### src/rtl/pllrf_pkg.sv
package pllrf_pkg;
  localparam int NUM_SYN = 3;
  localparam int NUM_PRM = 3;
  localparam int PTR_W   = 2;
  localparam int FLD_W   = 6;
  localparam int EXP_W   = 2;

  typedef enum logic [1:0] {
    PORT_ADDR = 2'd0,
    PORT_PIX  = 2'd1,
    PORT_MEM  = 2'd2,
    PORT_LOOP = 2'd3
  } port_e;

  typedef enum logic [1:0] {
    SLOT_N    = 2'd0,
    SLOT_M    = 2'd1,
    SLOT_P    = 2'd2,
    SLOT_LOCK = 2'd3
  } slot_e;
endpackage

### src/rtl/pllrf_ptr_reg.sv
module pllrf_ptr_reg
  import pllrf_pkg::*;
#(
  parameter int DATA_W = 8
) (
  input  logic              clk,
  input  logic              rst,
  input  logic              load,
  input  logic [DATA_W-1:0] load_data,
  input  logic [NUM_SYN-1:0] step,
  output logic [DATA_W-1:0] addr_q
);
  logic [DATA_W-1:0] addr_nxt;

  always_comb begin
    addr_nxt = addr_q;
    for (int s = 0; s < NUM_SYN; s++) begin
      if (step[s]) addr_nxt[s*PTR_W +: PTR_W] = addr_q[s*PTR_W +: PTR_W] + PTR_W'(1);
    end
  end

  always_ff @(posedge clk) begin
    if (rst)       addr_q <= '0;
    else if (load) addr_q <= load_data;
    else           addr_q <= addr_nxt;
  end

  // only one data port is strobed per cycle
  p_one_step_r4: assert property (@(posedge clk) disable iff (rst) $onehot0(step));

  p_read_still_r7: assert property (@(posedge clk) disable iff (rst)
    (!load && step == '0) |=> $stable(addr_q));

  for (genvar s = 0; s < NUM_SYN; s++) begin : g_chk
    localparam logic [DATA_W-1:0] FMASK = DATA_W'(((1 << PTR_W) - 1) << (s*PTR_W));
    p_ptr_step_r4: assert property (@(posedge clk) disable iff (rst)
      (step[s] && !load) |=>
        ((addr_q[s*PTR_W +: PTR_W] == PTR_W'($past(addr_q[s*PTR_W +: PTR_W]) + 1)) &&
         (((addr_q ^ $past(addr_q)) & ~FMASK) == '0)));
  end
endmodule

### src/rtl/pllrf_bank.sv
module pllrf_bank
  import pllrf_pkg::*;
#(
  parameter int DATA_W = 8
) (
  input  logic                             clk,
  input  logic                             rst,
  input  logic                             we,
  input  logic [PTR_W-1:0]                 ptr,
  input  logic [DATA_W-1:0]                wdata,
  output logic [NUM_PRM-1:0][DATA_W-1:0]   prm_q
);
  for (genvar k = 0; k < NUM_PRM; k++) begin : g_slot
    always_ff @(posedge clk) begin
      if (rst)                             prm_q[k] <= '0;
      else if (we && ptr == PTR_W'(k))     prm_q[k] <= wdata;
    end

    p_store_r3: assert property (@(posedge clk) disable iff (rst)
      (we && ptr == PTR_W'(k)) |=> (prm_q[k] == $past(wdata)));
  end

  p_slot3_drop_r5: assert property (@(posedge clk) disable iff (rst)
    (we && ptr == SLOT_LOCK) |=> $stable(prm_q));
endmodule

### src/rtl/pllrf_freq.sv
module pllrf_freq
  import pllrf_pkg::*;
#(
  parameter int NUM_W   = 34,
  parameter int DEN_W   = 10,
  parameter int REF_HZ  = 14318184,
  parameter int BYP0_HZ = 25175000,
  parameter int BYP1_HZ = 28322000
) (
  input  logic             clk,
  input  logic             rst,
  input  logic [1:0]       clk_src,
  input  logic [FLD_W-1:0] n_fld,
  input  logic [FLD_W-1:0] m_fld,
  input  logic [EXP_W-1:0] p_fld,
  output logic [NUM_W-1:0] num_q,
  output logic [DEN_W-1:0] den_q
);
  localparam int BASE = (1 << FLD_W) + 1;
  localparam int DEN_MAX = BASE << ((1 << EXP_W) - 1);
  localparam logic [NUM_W-1:0] REF_X8 = NUM_W'(REF_HZ) << 3;

  logic [FLD_W:0]     n_term, m_term;
  logic [NUM_W-1:0]   num_c;
  logic [DEN_W-1:0]   den_c;

  always_comb begin
    n_term = (FLD_W+1)'(BASE) - {1'b0, n_fld};
    m_term = (FLD_W+1)'(BASE) - {1'b0, m_fld};
    unique case (clk_src)
      2'd0: begin num_c = NUM_W'(BYP0_HZ); den_c = DEN_W'(1); end
      2'd1: begin num_c = NUM_W'(BYP1_HZ); den_c = DEN_W'(1); end
      default: begin
        num_c = REF_X8 * NUM_W'(m_term);
        den_c = DEN_W'(n_term) << p_fld;
      end
    endcase
  end

  always_ff @(posedge clk) begin
    if (rst) begin
      num_q <= NUM_W'(BYP0_HZ);
      den_q <= DEN_W'(1);
    end else begin
      num_q <= num_c;
      den_q <= den_c;
    end
  end

  p_bypass_den_r10: assert property (@(posedge clk) disable iff (rst)
    (clk_src < 2'd2) |=> (den_q == DEN_W'(1)));

  p_den_range_r9: assert property (@(posedge clk) disable iff (rst)
    (clk_src >= 2'd2) |=> (den_q >= DEN_W'(2) && den_q <= DEN_W'(DEN_MAX)));
endmodule

### src/rtl/pll_param_regfile.sv
module pll_param_regfile
  import pllrf_pkg::*;
#(
  parameter int DATA_W    = 8,
  parameter int NUM_W     = 34,
  parameter int DEN_W     = 10,
  parameter int REF_HZ    = 14318184,
  parameter int BYP0_HZ   = 25175000,
  parameter int BYP1_HZ   = 28322000,
  parameter logic [7:0] LOCK_PIX  = 8'h40,
  parameter logic [7:0] LOCK_MEM  = 8'h40,
  parameter logic [7:0] LOCK_LOOP = 8'hFF
) (
  input  logic              clk,
  input  logic              rst,
  input  logic              host_wr,
  input  logic              host_rd,
  input  logic [1:0]        host_port,
  input  logic [DATA_W-1:0] host_wdata,
  output logic [DATA_W-1:0] host_rdata,
  output logic              host_rvalid,
  input  logic [1:0]        clk_src,
  output logic [NUM_W-1:0]  freq_num,
  output logic [DEN_W-1:0]  freq_den
);
  localparam logic [NUM_SYN-1:0][DATA_W-1:0] LOCK_TBL =
    {DATA_W'(LOCK_LOOP), DATA_W'(LOCK_MEM), DATA_W'(LOCK_PIX)};

  logic [DATA_W-1:0]                           addr_q;
  logic [NUM_SYN-1:0]                          step;
  logic                                        load;
  logic [NUM_SYN-1:0][PTR_W-1:0]               ptr_f;
  logic [NUM_SYN-1:0][NUM_PRM-1:0][DATA_W-1:0] prm_all;
  logic [NUM_SYN-1:0][DATA_W-1:0]              syn_rd;
  logic [DATA_W-1:0]                           rd_mux;

  assign load = host_wr && (host_port == PORT_ADDR);

  pllrf_ptr_reg #(.DATA_W(DATA_W)) u_ptr (
    .clk(clk), .rst(rst), .load(load), .load_data(host_wdata),
    .step(step), .addr_q(addr_q)
  );

  for (genvar s = 0; s < NUM_SYN; s++) begin : g_syn
    assign step[s]  = host_wr && (host_port == 2'(s + 1));
    assign ptr_f[s] = addr_q[s*PTR_W +: PTR_W];

    pllrf_bank #(.DATA_W(DATA_W)) u_bank (
      .clk(clk), .rst(rst), .we(step[s]), .ptr(ptr_f[s]),
      .wdata(host_wdata), .prm_q(prm_all[s])
    );

    always_comb begin
      unique case (ptr_f[s])
        SLOT_N:  syn_rd[s] = prm_all[s][0];
        SLOT_M:  syn_rd[s] = prm_all[s][1];
        SLOT_P:  syn_rd[s] = prm_all[s][2];
        default: syn_rd[s] = LOCK_TBL[s];
      endcase
    end
  end

  always_comb begin
    unique case (host_port)
      PORT_ADDR: rd_mux = addr_q;
      PORT_PIX:  rd_mux = syn_rd[0];
      PORT_MEM:  rd_mux = syn_rd[1];
      default:   rd_mux = syn_rd[2];
    endcase
  end

  always_ff @(posedge clk) begin
    if (rst) begin
      host_rdata  <= '0;
      host_rvalid <= 1'b0;
    end else begin
      host_rvalid <= host_rd;
      if (host_rd) host_rdata <= rd_mux;
    end
  end

  pllrf_freq #(
    .NUM_W(NUM_W), .DEN_W(DEN_W), .REF_HZ(REF_HZ),
    .BYP0_HZ(BYP0_HZ), .BYP1_HZ(BYP1_HZ)
  ) u_freq (
    .clk(clk), .rst(rst), .clk_src(clk_src),
    .n_fld(prm_all[0][0][FLD_W-1:0]),
    .m_fld(prm_all[0][1][FLD_W-1:0]),
    .p_fld(prm_all[0][2][EXP_W-1:0]),
    .num_q(freq_num), .den_q(freq_den)
  );

  p_rvalid_r8: assert property (@(posedge clk) disable iff (rst)
    host_rvalid == $past(host_rd));

  p_hold_r8: assert property (@(posedge clk) disable iff (rst)
    !host_rd |=> $stable(host_rdata));

  p_lock_r6: assert property (@(posedge clk) disable iff (rst)
    (host_rd && host_port == PORT_PIX && ptr_f[0] == SLOT_LOCK) |=> (host_rdata == DATA_W'(LOCK_PIX)));
endmodule

### config.mk
export PLATFORM = sky130hd
export DESIGN_NAME = pll_param_regfile
export DESIGN_NICKNAME = d
export VERILOG_FILES = /design/src/rtl/pllrf_pkg.sv /design/src/rtl/pllrf_ptr_reg.sv /design/src/rtl/pllrf_bank.sv /design/src/rtl/pllrf_freq.sv /design/src/rtl/pll_param_regfile.sv
export SDC_FILE = /design/constraint.sdc
export NUM_CORES = 1
export LEC_CHECK = 0
export BUFFER_PORTS_ARGS = -buffer_cell sky130_fd_sc_hd__buf_4
export CORE_ASPECT_RATIO = 0.7
export CORE_UTILIZATION = 61
export CTS_CLUSTER_DIAMETER = 120
export CTS_CLUSTER_SIZE = 12
export DETAILED_ROUTE_END_ITERATION = 16
export PLACE_DENSITY = 0.81
export SLEW_MARGIN = 15
export SYNTH_ARGS = -nofsm -noshare
export SYNTH_HDL_FRONTEND = slang
export SYNTH_HIERARCHICAL = 1
export SYNTH_SLANG_ARGS = --single-unit
export TNS_END_PERCENT = 20
### constraint.sdc
create_clock -name clk -period 13.4 [get_ports clk]
set_input_delay 0.67 -clock clk [delete_from_list [all_inputs] [get_ports clk]]
set_output_delay 0.67 -clock clk [all_outputs]
set_load 0.03 [all_outputs]
==> summary.txt <==
Timing
  – Crit path time final: 5740 ps
  – Max-slew headroom: 0.256
  – RSZ-0062 raised after global routing: no
  – Final hold viol count: 0
  – Max Slew Vio Count: 0
  – Total negative slack: 0 ps
  – Slew @ Worst Pin: 1110 ps
  – Part of the cycle the worst path needs: 0.429
  – FMAX: 174 MHz
  – Final setup violation count: 0
  – Clk_skew: 8.56 ps

Floorplanning
  – Die ar.: 14,700 um^2
  – Die Height: 102 um
  – Die width: 145 um
  – # IOs: 69
  – Starting Density: 0.625
  – Core Region: 13,900 um^2
  – FP Rows: 36

Worst setup path
  – Worst Path Required: 13,710 ps
  – WP buf/inv: 6
  – Type of element capturing the critical path: flop
  – CP arrival: 6050 ps
  – CP max FO: 10
  – Flop2flop setup slack: 7660 ps
  – CP Cell Sequence: inv_1, ha_1, nand2_1, xor2_1, inv_1, fa_1, inv_1, fa_1, inv_1, fa_1, inv_1, fa_1, inv_1, ha_1, and3_1, a221oi_1, o21ai_1, a22oi_1, o21ai_1, mux2i_1
  – Slowest stage cell, crit path: dfxtp_1
  – CP delay by family, top: adder cells
  – Critical path launch point type: flop
  – Crit path top cell by count: inv_1
  – Critical path class: reg -> reg
  – CP max stage delay: 560 ps

Finish
  – Layout area overhead: 12.4%
  – Area of the multi-input gates: 5490 um^2
  – Final core occ: 0.702
  – Ant. Diodes: 0
  – Fraction of layout cells with a size suffix above 1: 0.136
  – Sequential cell area: 2580 um^2
  – Fin nets: 1,084
  – Non-filler cells, final: 1,175
  – Fill cells: 1,021

Yosys
  – List of most frequent post-synthesis cells: 129 x dfxtp_1, 106 x nand2b_1, 98 x inv_1
  – Most common cell in the netlist: dfxtp_1
  – Average size of a mapped cell: 9.29 um^2
  – Share of the synthesized area in the top cell type: 0.297
  – Area contributors post-synth: dfxtp_1 30%, mux2i_1 10%, ha_1 9.1%, nand2b_1 7.6%, fa_1 7.6%
  – #FFs+latches synth: 129
  – Sequential area share after synthesis: 0.297
  – Ys flop type: dfxtp_1
  – Ys Warns: 6
  – Dominant cell type by area after synthesis: dfxtp_1
  – Post-Syn Instances: 936
  – Async SR Flop Fraction: 0
  – Post-Syn Area: 8700 um^2
  – EDFF count, synth: 0
  – Netlist cell types: 69

Route
  – DRT iter0 DRCs: 652
  – Total routed wirelength: 20.9 mm
  – DR WL/cell: 17.8 um
  – DR DRC count: 0
  – Drt pass-1 iters: 5
  – ANT nets after route: 0
  – Via count: 6,873
  – Via/cell ratio: 5.85

Min path
  – HP Class: reg -> reg

Global routing
  – Initial antenna violation count: 0
  – GRT Util Overall: 0.295
  – Grt ovf: 0
  – First-pass GRT wire length: 32.7 mm
  – Vias in the first global route: 6,150
  – Pin count of the biggest net entering global routing: 100

Power
  – Peak VDD IR: 0.0841 mV
  – Pwr dens: 130 nW/um^2
  – Total leakage power: 4.45 nW

Clock tree
  – Htree depth: 4
  – Worst-Skew Late Latency: 430 ps
  – Inserted Clock Buffers: 17
  – CTS tree: built
  – Setup Fix Bufs, Post-CTS: 0
  – Resized Gates After CTS: 0
  – Clk slew on worst S/H paths: 60 ps
  – TritonCTS Sinks: 129
  – Hold buffers post-CTS: 0
  – Clk buf depth: 2
  – CTS root buffer: clkbuf_16

Flow run
  – Max-cap violations: 0

Placed design
  – RePlAce Congestion: 0.909
  – Final HPWL DP: 15.1 mm
  – Number of I/O port buffers: 64
  – Dpl cells: 1,143

Run status
  – Outcome: complete, no violations
## worst register-to-register path: cells and delay by family, from the launching register on
| kind | cells | cell delay (ps) |
|---|---|---|
| muxes | 1 | 130 |
| xor gates and xnor gates | 1 | 410 |
| and+or+nand+nor | 2 | 370 |
| buffers and inverters | 6 | 610 |
| adders and majority gates | 6 | 2660 |
| AOI/OAI and AO/OA | 4 | 890 |
| DFF | 1 | 560 |
## cells by family (layout without fill, tap and decap cells)
kind of cell	after synthesis	count (layout)	share of synthesized area
compound gates	149	149	0.132
xor+xnor	31	31	0.0312
fa+ha+maj	96	96	0.167
buf+inv	151	197	0.0741
flops	129	129	0.297
mux	98	98	0.114
other cells	1	4	0.000431
simple gates	281	281	0.185
## layout make-up
type / count / area share
timing repair buffer: 67 / 0.0515
clock buffer: 19 / 0.0453
tap: 190 / 0.0243
clock inverter: 13 / 0.0156
multi-input combinational: 659 / 0.561
sequential: 129 / 0.264
inverter: 98 / 0.0376
## metal layers
metal  track usage  part of all wire  vias up
met5             0                 0        -
met4        0.0696            0.0087        0
met3        0.0656             0.068       17
met2         0.403              0.41      254
met1         0.461              0.51     3323
li1              -                 -     3279
## sequential cells by signal, summed over array words and instances, names as in the netlist
| signal | flops |
|---|---|
| g_syn.u_bank/prm_q | 72 |
| u_freq/num_q | 30 |
| u_freq/den_q | 10 |
| host_rdata | 8 |
| u_ptr/addr_q | 8 |
| host_rvalid | 1 |
## power by group
group | leakage [nW] | switching (mW) | total (mW) | internal [mW]
logic | 3.11 | 0.230 | 0.379 | 0.149
registers | 1.05 | 0.0168 | 0.421 | 0.404
clock network | 0.286 | 0.187 | 0.470 | 0.282
total | 4.45 | 0.435 | 1.27 | 0.835
## cell usage in the layout, fill, tap and decap left out, types with 4 or more instances in the layout
| cell | count |
|---|---|
| a211o_1 | 4 |
| a22oi_1 | 5 |
| inv_1 | 98 |
| a21o_1 | 8 |
| and3_1 | 7 |
| xnor2_1 | 14 |
| a2111oi_2 | 5 |
| fa_1 | 33 |
| clkinv_4 | 4 |
| clkbuf_16 | 17 |
| nor3b_2 | 4 |
| nor2_1 | 50 |
| o221ai_1 | 11 |
| mux2i_1 | 91 |
| buf_4 | 67 |
| nand4_1 | 6 |
| nand3b_1 | 10 |
| o21ai_1 | 5 |
| conb_1 | 4 |
| a2111oi_0 | 6 |
| o21bai_1 | 5 |
| mux2_2 | 7 |
| nand3_1 | 10 |
| nand2_1 | 37 |
| o21ai_0 | 21 |
| o32ai_1 | 4 |
| a21oi_1 | 28 |
| a211oi_2 | 5 |
| xor2_1 | 17 |
| ha_1 | 63 |
| a211oi_1 | 11 |
| nor2b_1 | 15 |
| nor3_1 | 10 |
| dfxtp_1 | 129 |
| nand2b_1 | 106 |
| o22a_1 | 5 |
## final timing paths
kind / from / to / cells after the start
max: g_syn[0].u_bank/prm_q[9]$_SDFFE_PP0P_ / u_freq/num_q[30]$_SDFF_PP0_ / 20
min: g_syn[1].u_bank/prm_q[11]$_SDFFE_PP0P_ / g_syn[1].u_bank/prm_q[11]$_SDFFE_PP0P_ / 2
max reg2reg: g_syn[0].u_bank/prm_q[9]$_SDFFE_PP0P_ / u_freq/num_q[30]$_SDFF_PP0_ / 20
min reg2reg: g_syn[1].u_bank/prm_q[11]$_SDFFE_PP0P_ / g_syn[1].u_bank/prm_q[11]$_SDFFE_PP0P_ / 2
## per-stage QoR
step	area (um^2)	worst slack [ps]	power (mW)	hold WS [ps]
3_3_place_gp	9180	8020	0.794	460
5_1_grt	9770	7340	1.33	481
6_report	9770	7660	1.27	473
3_5_place_dp	9180	7760	0.797	462
2_1_floorplan	8710	8210	0.707	444
4_1_cts	9770	7750	1.27	472
Power figures use the tool's default switching activity.
